--- src/rtl/colseq_pkg.sv ---
package colseq_pkg;
    typedef enum logic [1:0] {
        CMD_NOP = 2'b00,
        CMD_RD  = 2'b01,
        CMD_WR  = 2'b10
    } cmd_e;

    localparam int LO_CL     = 2;
    localparam int HI_CL     = 3;
    localparam int PIPE_D    = HI_CL + 1;
    // DQM reaches the output buffers this many clocks later
    localparam int DQM_LAT   = 2;
endpackage

--- src/rtl/colseq_slot_pipe.sv ---
// Tracks which future data-bus cycles carry a wanted read word.
// Index k refers to the current output cycle plus k.
module colseq_slot_pipe
    import colseq_pkg::*;
#(
    parameter int TAG_W = 4
) (
    input  logic                       clk,
    input  logic                       rst_n,
    input  logic                       cas3,
    input  logic                       rd_go,
    input  logic                       blank_go,
    input  logic                       cut_go,
    input  logic [TAG_W-1:0]           tag_in,
    output logic [PIPE_D-1:0]          alive_q,
    output logic [TAG_W-1:0]           tag_now
);
    typedef struct packed {
        logic [PIPE_D-1:0]             alive;
        logic [PIPE_D-1:0][TAG_W-1:0]  tag;
    } pipe_t;

    pipe_t p_d, p_q;

    always_comb begin
        p_d = p_q;
        for (int k = 0; k < PIPE_D - 1; k++) begin
            p_d.alive[k] = p_q.alive[k+1];
            p_d.tag[k]   = p_q.tag[k+1];
        end
        p_d.alive[PIPE_D-1] = 1'b0;
        if (rd_go) begin
            if (cas3) begin
                p_d.alive[HI_CL] = 1'b1;
                p_d.tag[HI_CL]   = tag_in;
            end else begin
                p_d.alive[LO_CL] = 1'b1;
                p_d.tag[LO_CL]   = tag_in;
            end
        end
        if (blank_go) p_d.alive[DQM_LAT] = 1'b0;
        if (cut_go)   p_d.alive = '0;
    end

    always_ff @(posedge clk) begin
        if (!rst_n) p_q <= '0;
        else        p_q <= p_d;
    end

    assign alive_q = p_q.alive;
    assign tag_now = p_q.tag[0];
endmodule

--- src/rtl/colseq_rd_return.sv ---
// Captures the data bus in a live slot and presents it with its tag.
module colseq_rd_return #(
    parameter int DATA_W = 16,
    parameter int TAG_W  = 4
) (
    input  logic              clk,
    input  logic              rst_n,
    input  logic              slot_live,
    input  logic [DATA_W-1:0] dq_in,
    input  logic [TAG_W-1:0]  tag_in,
    output logic              rd_valid,
    output logic [DATA_W-1:0] rd_data,
    output logic [TAG_W-1:0]  rd_tag
);
    typedef struct packed {
        logic              vld;
        logic [DATA_W-1:0] data;
        logic [TAG_W-1:0]  tag;
    } ret_t;

    ret_t r_d, r_q;

    always_comb begin
        r_d = r_q;
        r_d.vld = slot_live;
        if (slot_live) begin
            r_d.data = dq_in;
            r_d.tag  = tag_in;
        end
    end

    always_ff @(posedge clk) begin
        if (!rst_n) r_q <= '0;
        else        r_q <= r_d;
    end

    assign rd_valid = r_q.vld;
    assign rd_data  = r_q.data;
    assign rd_tag   = r_q.tag;
endmodule

--- src/rtl/sdram_colseq.sv ---
module sdram_colseq
    import colseq_pkg::*;
#(
    parameter int BANK_W = 2,
    parameter int COL_W  = 9,
    parameter int DATA_W = 16,
    parameter int TAG_W  = 4
) (
    input  logic                   clk,
    input  logic                   rst_n,
    input  logic                   cas3,
    input  logic                   gap_en,
    input  logic                   req_valid,
    output logic                   req_ready,
    input  logic                   req_write,
    input  logic [BANK_W-1:0]      req_bank,
    input  logic [COL_W-1:0]       req_col,
    input  logic [DATA_W-1:0]      req_wdata,
    input  logic [DATA_W/8-1:0]    req_mask,
    input  logic [TAG_W-1:0]       req_tag,
    output logic [1:0]             sd_cmd,
    output logic [BANK_W-1:0]      sd_bank,
    output logic [COL_W-1:0]       sd_col,
    output logic [DATA_W/8-1:0]    sd_dqm,
    output logic [DATA_W-1:0]      sd_dq_out,
    output logic                   sd_dq_oe,
    input  logic [DATA_W-1:0]      sd_dq_in,
    output logic                   rd_valid,
    output logic [DATA_W-1:0]      rd_data,
    output logic [TAG_W-1:0]       rd_tag
);
    localparam int MASK_W = DATA_W / 8;

    typedef struct packed {
        cmd_e              cmd;
        logic [BANK_W-1:0] bank;
        logic [COL_W-1:0]  col;
        logic [MASK_W-1:0] dqm;
        logic [DATA_W-1:0] wdata;
        logic              oe;
    } bus_t;

    bus_t bus_d, bus_q;

    logic [PIPE_D-1:0] alive_q;
    logic [TAG_W-1:0]  tag_now;
    logic              pend_later;
    logic              wr_ok;
    logic              rd_go, wr_go, blank_go;

    always_comb begin
        // a read word still due in the next cycle or later would be cut
        pend_later = |alive_q[PIPE_D-1:1];
        wr_ok      = (!pend_later || (&bus_q.dqm))
                   && (!gap_en || !alive_q[0]);
        req_ready  = !req_write || wr_ok;

        bus_d      = bus_q;
        bus_d.cmd  = CMD_NOP;
        bus_d.dqm  = '0;
        bus_d.oe   = 1'b0;
        if (req_valid && req_ready) begin
            bus_d.bank = req_bank;
            bus_d.col  = req_col;
            if (req_write) begin
                bus_d.cmd   = CMD_WR;
                bus_d.dqm   = req_mask;
                bus_d.wdata = req_wdata;
                bus_d.oe    = 1'b1;
            end else begin
                bus_d.cmd   = CMD_RD;
            end
        end else if (req_valid && req_write) begin
            // waiting write: blank pending read words, prepare the cut
            bus_d.dqm = '1;
        end

        rd_go    = (bus_d.cmd == CMD_RD);
        wr_go    = (bus_d.cmd == CMD_WR);
        blank_go = (&bus_d.dqm) && !wr_go;
    end

    always_ff @(posedge clk) begin
        if (!rst_n) bus_q <= '0;
        else        bus_q <= bus_d;
    end

    colseq_slot_pipe #(.TAG_W(TAG_W)) u_pipe (
        .clk      (clk),
        .rst_n    (rst_n),
        .cas3     (cas3),
        .rd_go    (rd_go),
        .blank_go (blank_go),
        .cut_go   (wr_go),
        .tag_in   (req_tag),
        .alive_q  (alive_q),
        .tag_now  (tag_now)
    );

    colseq_rd_return #(.DATA_W(DATA_W), .TAG_W(TAG_W)) u_ret (
        .clk       (clk),
        .rst_n     (rst_n),
        .slot_live (alive_q[0]),
        .dq_in     (sd_dq_in),
        .tag_in    (tag_now),
        .rd_valid  (rd_valid),
        .rd_data   (rd_data),
        .rd_tag    (rd_tag)
    );

    assign sd_cmd    = bus_q.cmd;
    assign sd_bank   = bus_q.bank;
    assign sd_col    = bus_q.col;
    assign sd_dqm    = bus_q.dqm;
    assign sd_dq_out = bus_q.wdata;
    assign sd_dq_oe  = bus_q.oe;
endmodule

--- config.mk ---
export PLATFORM = sky130hd
export DESIGN_NAME = sdram_colseq
export DESIGN_NICKNAME = d
export VERILOG_FILES = /design/src/rtl/colseq_pkg.sv /design/src/rtl/colseq_slot_pipe.sv /design/src/rtl/colseq_rd_return.sv /design/src/rtl/sdram_colseq.sv
export SDC_FILE = /design/constraint.sdc
export NUM_CORES = 1
export LEC_CHECK = 0
export BUFFER_PORTS_ARGS = -buffer_cell sky130_fd_sc_hd__buf_2
export CAP_MARGIN = 20
export CORE_ASPECT_RATIO = 1.1
export CORE_MARGIN = 2
export CORE_UTILIZATION = 40
export DETAILED_ROUTE_END_ITERATION = 16
export HOLD_SLACK_MARGIN = 0.15
export PLACE_DENSITY = 0.79
export SETUP_SLACK_MARGIN = 0.4
export SYNTH_ARGS = -nofsm -noshare
export SYNTH_HDL_FRONTEND = slang
export SYNTH_SLANG_ARGS = --single-unit
export TNS_END_PERCENT = 100
--- constraint.sdc ---
create_clock -name clk -period 1.5 [get_ports clk]
set_input_delay 0 -clock clk [delete_from_list [all_inputs] [get_ports clk]]
set_output_delay 0 -clock clk [all_outputs]
set_load 0.03 [all_outputs]
==> results.sh, run 1 <==
export IMPL_timing_final_crit_share_pct=85.48
export IMPL_drt_wl_total_mm=6.459
export IMPL_diodes=0
export IMPL_portBuffers=108
export IMPL_synth_top_area_share_pct=55.49
export IMPL_min_period_ps=1282
export IMPL_post_synth_top_count_cell="dfxtp_1"
export IMPL_synth_top_area_cell="dfxtp_1"
export IMPL_drc=0
export IMPL_fin_ws_ps=217.7
export IMPL_skew_ps=7.335
export IMPL_crit_family="flip-flops"
export IMPL_status="complete, no violations"
export IMPL_cts_root_buf="clkbuf_8"
export IMPL_ys_seq_area_share_pct=55.49
export IMPL_ys_flop_type="dfxtp_1"
export IMPL_whs_ps=160.8
export IMPL_avgViaCountPerCell=4.568
export IMPL_pin_count=109
export IMPL_worstPathRequired_ps=1750
export IMPL_drt_pass1_iter_count=4
export IMPL_nets=484
export IMPL_dieArea_um2=7250
export IMPL_fmax_ghz=0.7799
export IMPL_nFillCells=510
export IMPL_ys_types=24
export IMPL_hold_path_class="input pin to register"
export IMPL_regToRegStartpoint="u_pipe.alive_q[2]$_SDFF_PP0_"
export IMPL_finalPower_mw=4.512
export IMPL_cpPeakStageDelay_ps=330
export IMPL_yosys_top_cells_area="dfxtp_1 (55%), mux2i_1 (21%), nand2_1 (8.3%)"
export IMPL_crit_type="register to register"
export IMPL_ant_nets=0
export IMPL_routedWlPerCell_um=12.52
export IMPL_core_rowCount=31
export IMPL_rsz0062_at_grt="true"
export IMPL_grt_max_degree=66
export IMPL_synth_cells=261
export IMPL_cts_buffers=9
export IMPL_layout_drive_gt1_share_pct=34.10
export IMPL_syn2layout_area_growth_pct=58.24
export IMPL_core_area_um2=6477
export IMPL_cap_viol_max_count=0
export IMPL_initial_core_util_pct=40.66
export IMPL_num_vias=2357
export IMPL_min_to="sd_dq_oe$_SDFF_PN0_"
export IMPL_tns_ps=0
export IMPL_r2r_end="sd_col[1]$_SDFFE_PN0N_"
export IMPL_cts_tree="built"
export IMPL_hold_viol_final=0
export IMPL_drtIter0Drc=25
export IMPL_path_buf_inv=1
export IMPL_p_leak_nw=1.942
export IMPL_whs_path_depth=5
export IMPL_r2r_setup_slack_ps=220
export IMPL_syn_nets=316
export IMPL_arrival_ps=1530
export IMPL_cp_max_fo=6
export IMPL_ys_seq_elements=73
export IMPL_die_w_um=81.37
export IMPL_worst_slew_pin_slew_ps=441.6
export IMPL_synth_area_um2=2634
export IMPL_grt_first_pass_wirelength_mm=9.777
export IMPL_endpoint_kind="register"
export IMPL_pre_cts_ws_ps=187.5
export IMPL_setup_violations=0
export IMPL_die_y_um=89.11
export IMPL_h_tree_depth=3
export IMPL_startpoint_type="register"
export IMPL_clk_pin_slew_ps=70
export IMPL_clock_latency_ps=330
export IMPL_ff2ff_path_depth=4
export IMPL_synth_async_reset_ratio_pct=0
export IMPL_cp_cell_sequence="nor3_4 -> buf_4 -> o311a_4 -> mux2i_1"
export IMPL_slew_headroom_pct=70.43
export IMPL_critPathSlowestCell="dfxtp_2"
export IMPL_ir_drop_mv=0.6235
export IMPL_synth_enable_flop_cells=0
export IMPL_hold_start="gap_en"
export IMPL_powerDensity_nw_per_um2=1083
export IMPL_cts_sinks=73
export IMPL_antenna_found_initial=0
export IMPL_postSynthAreaPerCell_um2=10.09
export IMPL_synth_common_cells="dfxtp_1 (73), nand2_1 (58), mux2i_1 (55)"
export IMPL_grt_overflow_total=0
export IMPL_grtUsageTotal_pct=17.92
export IMPL_gp_congestion=0.7316
export IMPL_dp_final_hpwl_mm=3.723
export IMPL_yosysWarnings=0
export IMPL_clockBufferDepth=2
export IMPL_drv_slew=0
export IMPL_grt_pass1_vias=2200
-- what timing repair did --
| action | 4_1_cts | 5_1_grt |
|---|---|---|
| endpoints found under the setup margin | 39 | 54 |
| hold buffers | 54 | 0 |
| endpoints found under the hold margin | 57 | 0 |
| gates cloned | 2 | 0 |
| buffers inserted | 1 | 3 |
| resized for setup | 12 | 6 |
| pin swaps | 4 | 4 |
-- worst max path at each step --
stage                     slack, ps                          from                      endpoint  cells after the start
after floorplan                 240          sd_dqm[0]$_SDFF_PN0_  u_pipe.alive_q[0]$_SDFF_PP0_                      5
after global placement          260  u_pipe.alive_q[2]$_SDFF_PP0_     sd_dq_out[6]$_SDFFE_PN0P_                      4
after detailed placement        190  u_pipe.alive_q[2]$_SDFF_PP0_     sd_dq_out[8]$_SDFFE_PN0P_                      4
after CTS                       210          sd_dqm[1]$_SDFF_PN0_                     req_ready                      4
after global routing            160  u_pipe.alive_q[2]$_SDFF_PP0_        sd_col[1]$_SDFFE_PN0N_                      4
final                           220  u_pipe.alive_q[2]$_SDFF_PP0_        sd_col[1]$_SDFFE_PN0N_                      4
-- power by group --
group | leakage [nW] | internal [mW] | switching [mW]
clock | 0.127 | 1.20 | 0.681
sequential | 0.596 | 2.00 | 0.0326
combinational | 1.22 | 0.291 | 0.305
-- sequential cells by signal (all words and copies together), names as in the netlist --
signal / count
u_pipe.tag_now: 4
u_pipe.p_q: 4
u_ret.rd_valid: 1
sd_bank: 2
sd_dq_oe: 1
u_ret.rd_tag: 4
u_ret.rd_data: 16
sd_dq_out: 16
sd_dqm: 2
sd_cmd: 2
u_pipe.alive_q: 4
sd_col: 9
u_pipe.p_d: 8
-- stage by stage --
stage	util (%)	instance area, µm²	instances
finish	64.34	4168	516
global route	64.34	4168	516
CTS	63.67	4124	513
detailed placement	50.28	3257	440
global placement	50.28	3257	440
floorplan	-	2654	261
-- final cells by class --
type / count / area (µm²) / share of cell area, %
multi-input cells: 170 / 1126 / 27.02
inverters: 3 / 11.26 / 0.2702
flip-flops and latches: 73 / 1471 / 35.30
repair buffers: 172 / 1202 / 28.85
well taps: 82 / 102.6 / 2.462
clock inverters: 4 / 98.84 / 2.372
clock buffers: 12 / 155.1 / 3.723
-- worst register-to-register path, stage by stage (launching register included) --
cell	delay (ps)
dfxtp_2	330
nor3_4	230
buf_4	170
o311a_4	240
mux2i_1	230
-- cells by family after synthesis --
family / after synthesis / synth area share (%)
AOI/OAI and AO/OA: 6 / 2.185
DFF: 73 / 55.49
muxes: 55 / 20.90
buffers and inverters: 19 / 3.847
and+or+nand+nor: 108 / 17.58
-- placed cells by master, fill, tap and decap left out, drive strengths merged --
cell	count
o21a	2
dfxtp	73
and2	10
o21ai	1
o311a	2
and3	1
inv	2
bufinv	3
nor2	31
nor3	3
dlygate4sd3	54
a21oi	1
mux2i	55
nor3b	3
nand3	1
nand3b	1
buf	118
o2111a	1
clkbuf	12
nand2	58
clkinv	2
-- per-layer routing --
metal	track usage (%)	routed length, µm	share of wire, %	vias up
met4	9.707	103	1.6	0
met5	0	0	0	-
met3	5.253	439	6.8	11
li1	-	-	-	1192
met2	31.82	3268	51	87
met1	19.02	2647	41	1067
No activity file was read; power rests on OpenSTA's default activity.
==> run 2, diff against run 1 <==
--- a/config.mk
+++ b/config.mk
@@ -10,9 +10,11 @@
 export CORE_ASPECT_RATIO = 1.1
 export CORE_MARGIN = 2
 export CORE_UTILIZATION = 40
+export CTS_BUF_LIST = sky130_fd_sc_hd__clkbuf_2
 export DETAILED_ROUTE_END_ITERATION = 16
 export HOLD_SLACK_MARGIN = 0.15
 export PLACE_DENSITY = 0.79
+export REMOVE_ABC_BUFFERS = 1
 export SETUP_SLACK_MARGIN = 0.4
 export SYNTH_ARGS = -nofsm -noshare
 export SYNTH_HDL_FRONTEND = slang
==> run 2 against run 1 <==
Net effect:
- clock skew increased by 55 ps
- sequential power about the same
- utilization increased by 10 points
- worst hold slack gained 75 ps
- wire length increased by 49%
- critical path type is now register to output pin
- combinational power up 33%
- register-to-register slack lost 190 ps
- maximum frequency down 14%
- critical path depth stayed put
- worst setup slack worse by 210 ps
- sequential share of layout area shrank 3.7 points
- clock power down 13%
==> results.sh, run 2 (same netlist as run 1, synthesis figures left out) <==
export IMPL_layout_drive_gt1_share_pct=43.93
export IMPL_r2r_setup_slack_ps=30
export IMPL_multi_input_area_um2=1179
export IMPL_crit_type="register to output pin"
export IMPL_cpPeakStageDelay_ps=390
export IMPL_gp_congestion=0.7602
export IMPL_path_depth=4
export IMPL_dpl_cell_area_um2=3237
export IMPL_timing_final_crit_share_pct=99.64
export IMPL_arrival_ps=1490
export IMPL_grt_overflow_total=0
export IMPL_cts_buffers=9
export IMPL_hold_viol_final=0
export IMPL_met3_length_um=529
export IMPL_p_seq_share_pct=45.9
export IMPL_path_buf_inv=1
export IMPL_tns_ps=0
export IMPL_drt_wl_total_mm=9.641
export IMPL_intPower_mw=3.325
export IMPL_pre_cts_ws_ps=127.1
export IMPL_grt_max_degree=35
export IMPL_met1_length_mm=3.528
export IMPL_cts_root_buf="clkbuf_2"
export IMPL_dieArea_um2=7250
export IMPL_portBuffers=108
export IMPL_num_vias=2776
export IMPL_worstPathRequired_ps=1500
export IMPL_drt_pass1_iter_count=5
export IMPL_clkPwrFrac_pct=36.4
export IMPL_crit_family="flip-flops"
export IMPL_slew_headroom_pct=54.34
export IMPL_endpoint_kind="output pin"
export IMPL_p_leak_nw=2.136
export IMPL_finalPower_mw=4.494
export IMPL_dp_final_hpwl_mm=3.887
export IMPL_route_met2_wl_mm=5.263
export IMPL_drv_slew=0
export IMPL_ff2ff_path_depth=5
export IMPL_die_y_um=89.11
export IMPL_cts_tree="built"
export IMPL_rsz0062_at_grt="true"
export IMPL_r2r_end="sd_col[7]$_SDFFE_PN0N_"
export IMPL_antenna_found_initial=0
export IMPL_syn2layout_area_growth_pct=82.85
export IMPL_cap_viol_max_count=0
export IMPL_hold_path_class="input pin to register"
export IMPL_layout_common_cells="dlygate4sd3_1 (84), buf_2 (59), nand2_1 (57)"
export IMPL_design_area_um2=4816
export IMPL_die_w_um=81.37
export IMPL_worst_slew_pin_slew_ps=684.8
export IMPL_ff_latch_area_um2=1521
export IMPL_endpoint="req_ready"
export IMPL_drc=0
export IMPL_ir_drop_mv=0.8403
export IMPL_p_sw_mw=1.170
export IMPL_ant_nets=0
export IMPL_cp_cell_sequence="and2_4 -> o21ai_4 -> nand2_2 -> buf_6"
export IMPL_clockBufferDepth=2
export IMPL_cp_max_fo=3
export IMPL_powerDensity_nw_per_um2=933.3
export IMPL_initial_core_util_pct=40.66
export IMPL_grt_pass1_vias=2596
export IMPL_fmax_ghz=0.6690
export IMPL_grt_first_pass_wirelength_mm=11.92
export IMPL_top_layer="met4"
export IMPL_h_tree_depth=3
export IMPL_netSwitchingFraction_pct=26.03
export IMPL_min_period_ps=1495
export IMPL_comb_power_share_pct=17.7
export IMPL_fin_ws_ps=5.338
export IMPL_grtUsageTotal_pct=22.14
export IMPL_final_common_cell="dlygate4sd3_1"
export IMPL_cp_startpoint="sd_dqm[0]$_SDFF_PN0_"
export IMPL_startpoint_type="register"
export IMPL_drtIter0Drc=144
export IMPL_nFillCells=374
export IMPL_core_rowCount=31
export IMPL_clk_pin_slew_ps=260
export IMPL_diodes=0
export IMPL_core_area_um2=6477
export IMPL_critPathSlowestCell="dfxtp_2"
export IMPL_setup_violations=0
export IMPL_skew_ps=62.12
export IMPL_status="complete, no violations"
export IMPL_avgViaCountPerCell=4.957
export IMPL_clock_latency_ps=540
export IMPL_regToRegStartpoint="u_pipe.alive_q[3]$_SDFF_PP0_"
export IMPL_nets=528
export IMPL_routedWlPerCell_um=17.22
export IMPL_pin_count=109
export IMPL_cts_sinks=73
run 2: power groups by stage:
stage / Sequential, mW / Clock, mW / Combinational, mW
after floorplan: 2.18 / 0 / 0.144
after global placement: 2.07 / 0 / 0.434
after detailed placement: 2.08 / 0 / 0.447
after CTS: 2.04 / 1.63 / 0.658
after global routing: 2.07 / 1.75 / 0.833
final: 2.06 / 1.64 / 0.795
run 2: metal layers:
layer	up-vias	track usage (%)
met3	28	5.455
li1	1284	-
met1	1345	23.60
met5	-	0
met2	119	40.16
met4	0	11.56
run 2: final cells by class:
| type | count | area share (%) |
|---|---|---|
| clock buffer | 9 | 0.9353 |
| multi-input combinational | 170 | 24.47 |
| inverter | 3 | 0.2338 |
| timing repair buffer | 216 | 37.70 |
| clock inverter | 7 | 2.936 |
| sequential | 73 | 31.59 |
| tap | 82 | 2.130 |
run 2: worst min-delay path: stages:
cell	delay [ps]
dlygate4sd3_1	550
buf_2	100
o21a_1	120
run 2: what timing repair did:
item / CTS / global route
endpoints found under the hold margin: 69 / 1
resized for setup: 30 / 129
cloned: 1 / 1
pin swaps: 4 / 7
buffers inserted: 3 / 13
endpoints found under the setup margin: 71 / 105
hold buffers: 86 / 1
run 2: worst min-delay path by stage:
stage                     depth (start not counted)                            to         from  slack (ps)
after floorplan                                   2  u_pipe.alive_q[2]$_SDFF_PP0_        rst_n         110
after global placement                            2          sd_dqm[1]$_SDFF_PN0_  req_mask[1]         220
after detailed placement                          2          sd_dqm[1]$_SDFF_PN0_  req_mask[1]         220
after CTS                                         3          sd_dqm[0]$_SDFF_PN0_  req_mask[0]         220
after global routing                              3          sd_dqm[0]$_SDFF_PN0_  req_mask[0]         190
final                                             3          sd_dqm[0]$_SDFF_PN0_  req_mask[0]         240
run 2: metrics by stage:
stage	hold WS, ps	util, %	std cells
after CTS	216.0	68.03	546
after global placement	216.6	49.97	440
after floorplan	113.8	-	245
final	235.8	74.35	560
after detailed placement	220.4	49.97	440
after global routing	188.2	74.35	560
==> run 3, diff against run 2 <==
--- a/config.mk
+++ b/config.mk
@@ -9,11 +9,11 @@
 export CAP_MARGIN = 20
 export CORE_ASPECT_RATIO = 1.1
 export CORE_MARGIN = 2
-export CORE_UTILIZATION = 40
+export CORE_UTILIZATION = 45
 export CTS_BUF_LIST = sky130_fd_sc_hd__clkbuf_2
 export DETAILED_ROUTE_END_ITERATION = 16
 export HOLD_SLACK_MARGIN = 0.15
-export PLACE_DENSITY = 0.79
+export PLACE_DENSITY = 0.87
 export REMOVE_ABC_BUFFERS = 1
 export SETUP_SLACK_MARGIN = 0.4
 export SYNTH_ARGS = -nofsm -noshare
==> run 3 against run 2 <==
Net effect:
- the run now ends with negative setup slack left
- global-route usage increased by 5.6 points
- critical path depth unchanged
- die area decreased by 11%
- utilization increased by 5.2 points
- worst hold slack improved by 15 ps
- critical path type is now register to register
- largest cell class unchanged
==> results.sh, run 3 (same netlist as run 1, synthesis figures left out) <==
export IMPL_min_period_ps=1561
export IMPL_status="complete, but fails checks"
export IMPL_cts_root_buf="clkbuf_2"
export IMPL_endpoint_kind="register"
export IMPL_grt_first_pass_wirelength_mm=13.98
export IMPL_cpPeakStageDelay_ps=400
export IMPL_fin_ws_ps=-60.65
export IMPL_hold_viol_final=0
export IMPL_intPower_mw=2.621
export IMPL_design_area_um2=4531
export IMPL_comb_power_share_pct=20.7
export IMPL_grtUsageTotal_pct=27.76
export IMPL_cts_tree="built"
export IMPL_tns_ps=-114.4
export IMPL_whs_ps=250.4
export IMPL_drtIter0Drc=133
export IMPL_p_leak_nw=2.007
export IMPL_num_vias=2937
export IMPL_critPathSlowestCell="dfxtp_2"
export IMPL_grt_max_degree=66
export IMPL_die_w_um=76.95
export IMPL_grt_pass1_vias=2885
export IMPL_cts_buffers=9
export IMPL_timing_final_crit_share_pct=104.0
export IMPL_cap_viol_max_count=0
export IMPL_h_tree_depth=3
export IMPL_worstPathRequired_ps=1970
export IMPL_layout_common_cells="dlygate4sd3_1 (87), buf_2 (69), nand2_1 (58)"
export IMPL_portBuffers=108
export IMPL_crit_type="register to register"
export IMPL_clockBufferDepth=2
export IMPL_clock_latency_ps=550
export IMPL_netSwitchingFraction_pct=30.48
export IMPL_pin_count=109
export IMPL_p_seq_share_pct=54.6
export IMPL_r2r_end="sd_dq_out[12]$_SDFFE_PN0P_"
export IMPL_final_common_cell="dlygate4sd3_1"
export IMPL_p_sw_mw=1.149
export IMPL_cts_sinks=73
export IMPL_rsz0062_at_grt="true"
export IMPL_cp_cell_sequence="nor3_4 -> o2111a_2 -> buf_12 -> mux2i_2"
export IMPL_dpl_cell_area_um2=3223
export IMPL_drt_pass1_iter_count=4
export IMPL_drv_slew=0
export IMPL_core_area_um2=5697
export IMPL_skew_ps=82.88
export IMPL_multi_input_area_um2=1155
export IMPL_dp_final_hpwl_mm=3.764
export IMPL_drt_wl_total_mm=10.60
export IMPL_core_rowCount=29
export IMPL_min_to="sd_dqm[0]$_SDFF_PN0_"
export IMPL_nFillCells=301
export IMPL_slew_headroom_pct=55.36
export IMPL_whs_path_depth=3
export IMPL_syn2layout_area_growth_pct=72.02
export IMPL_dieArea_um2=6481
export IMPL_grt_overflow_total=0
export IMPL_drc=0
export IMPL_nets=523
export IMPL_die_y_um=84.24
export IMPL_routedWlPerCell_um=19.30
export IMPL_setup_violations=4
export IMPL_startpoint_type="register"
export IMPL_regToRegStartpoint="u_pipe.alive_q[1]$_SDFF_PP0_"
export IMPL_gp_congestion=0.7227
export IMPL_powerDensity_nw_per_um2=832.1
export IMPL_ir_drop_mv=0.7532
export IMPL_ff_latch_area_um2=1508
export IMPL_violations="negative setup slack"
export IMPL_utilization_pct=79.53
export IMPL_clkPwrFrac_pct=24.6
export IMPL_hold_path_class="input pin to register"
export IMPL_r2r_setup_slack_ps=-60
export IMPL_avgViaCountPerCell=5.350
export IMPL_hold_start="req_mask[0]"
export IMPL_antenna_found_initial=0
export IMPL_fmax_ghz=0.6408
export IMPL_layout_drive_gt1_share_pct=40.89
export IMPL_diodes=0
export IMPL_ant_nets=0
export IMPL_ff2ff_path_depth=4
export IMPL_arrival_ps=2030
export IMPL_worst_slew_pin_slew_ps=667.5
export IMPL_initial_core_util_pct=46.23
export IMPL_cp_max_fo=16
export IMPL_clk_pin_slew_ps=270
run 3: changes by cell type in the layout (fill, tap and decap cells not counted), moves of 2 or more:
cell and change:
bufinv_16 -4, dfxtp_2 -11, buf_6 -13, dfxtp_1 +11
dlymetal6s4s_1 -2, buf_2 +10, clkinv_2 +2, buf_4 -4
clkbuf_4 +2, dlygate4sd3_1 +3, mux2i_2 +3, mux2i_1 -2
clkbuf_2 +2
run 3: worst max path at each step:
| stage | startpoint | to | slack, ps | cells after the start |
|---|---|---|---|---|
| 4_1_cts | u_pipe.alive_q[3]$_SDFF_PP0_ | req_ready | 100 | 4 |
| 2_1_floorplan | u_pipe.alive_q[0]$_SDFF_PP0_ | sd_dq_out[0]$_SDFFE_PN0P_ | -350 | 3 |
| 3_3_place_gp | u_pipe.alive_q[2]$_SDFF_PP0_ | sd_dq_out[10]$_SDFFE_PN0P_ | 230 | 4 |
| 5_1_grt | u_pipe.alive_q[1]$_SDFF_PP0_ | sd_col[0]$_SDFFE_PN0N_ | -60 | 5 |
| 6_report | u_pipe.alive_q[1]$_SDFF_PP0_ | sd_dq_out[12]$_SDFFE_PN0P_ | -60 | 4 |
| 3_5_place_dp | u_pipe.alive_q[2]$_SDFF_PP0_ | sd_dq_out[6]$_SDFFE_PN0P_ | 100 | 4 |
run 3: through the flow:
stage          power (mW)  cells  setup slack (ps)
2_1_floorplan       2.328    245            -345.0
3_3_place_gp        2.505    434             225.5
3_5_place_dp        2.520    434             97.55
4_1_cts             3.550    541             97.72
5_1_grt             3.884    549            -63.14
6_report            3.770    549            -60.65
run 3: per-layer routing:
metal / wire [µm] / vias up / GRT usage (%)
met5: 0 / - / 0
met4: 695 / 0 / 14.88
met3: 969 / 68 / 5.914
met2: 5431 / 220 / 53.91
met1: 3501 / 1378 / 27.03
li1: - / 1271 / -
run 3: worst max-delay path, delay by kind of cell, from the launching register on:
family                 cells  cell delay, ps
DFF                        1             400
and+or+nand+nor            1             230
muxes                      1             350
buffers and inverters      1             180
AOI/OAI and AO/OA          1             300
run 3: area by class of cell:
type | count | area share [%]
inverter | 3 | 0.2485
clock buffer | 11 | 1.215
tap | 77 | 2.126
timing repair buffer | 211 | 37.17
multi-input combinational | 170 | 25.49
clock inverter | 4 | 0.4695
sequential | 73 | 33.28
run 3: repair_timing:
action	CTS	global route
setup buffers	5	7
pin swaps	4	5
hold endpoints to repair	68	4
resized for setup	17	103
cloned	1	0
hold buffers	86	5
endpoints found under the setup margin	58	98
run 3: power by group through the flow:
stage | registers [mW] | logic (mW) | clock network (mW)
floorplan | 2.18 | 0.144 | 0
global placement | 2.07 | 0.430 | 0
detailed placement | 2.08 | 0.444 | 0
CTS | 2.04 | 0.641 | 0.870
global route | 2.07 | 0.813 | 1.01
finish | 2.06 | 0.782 | 0.928
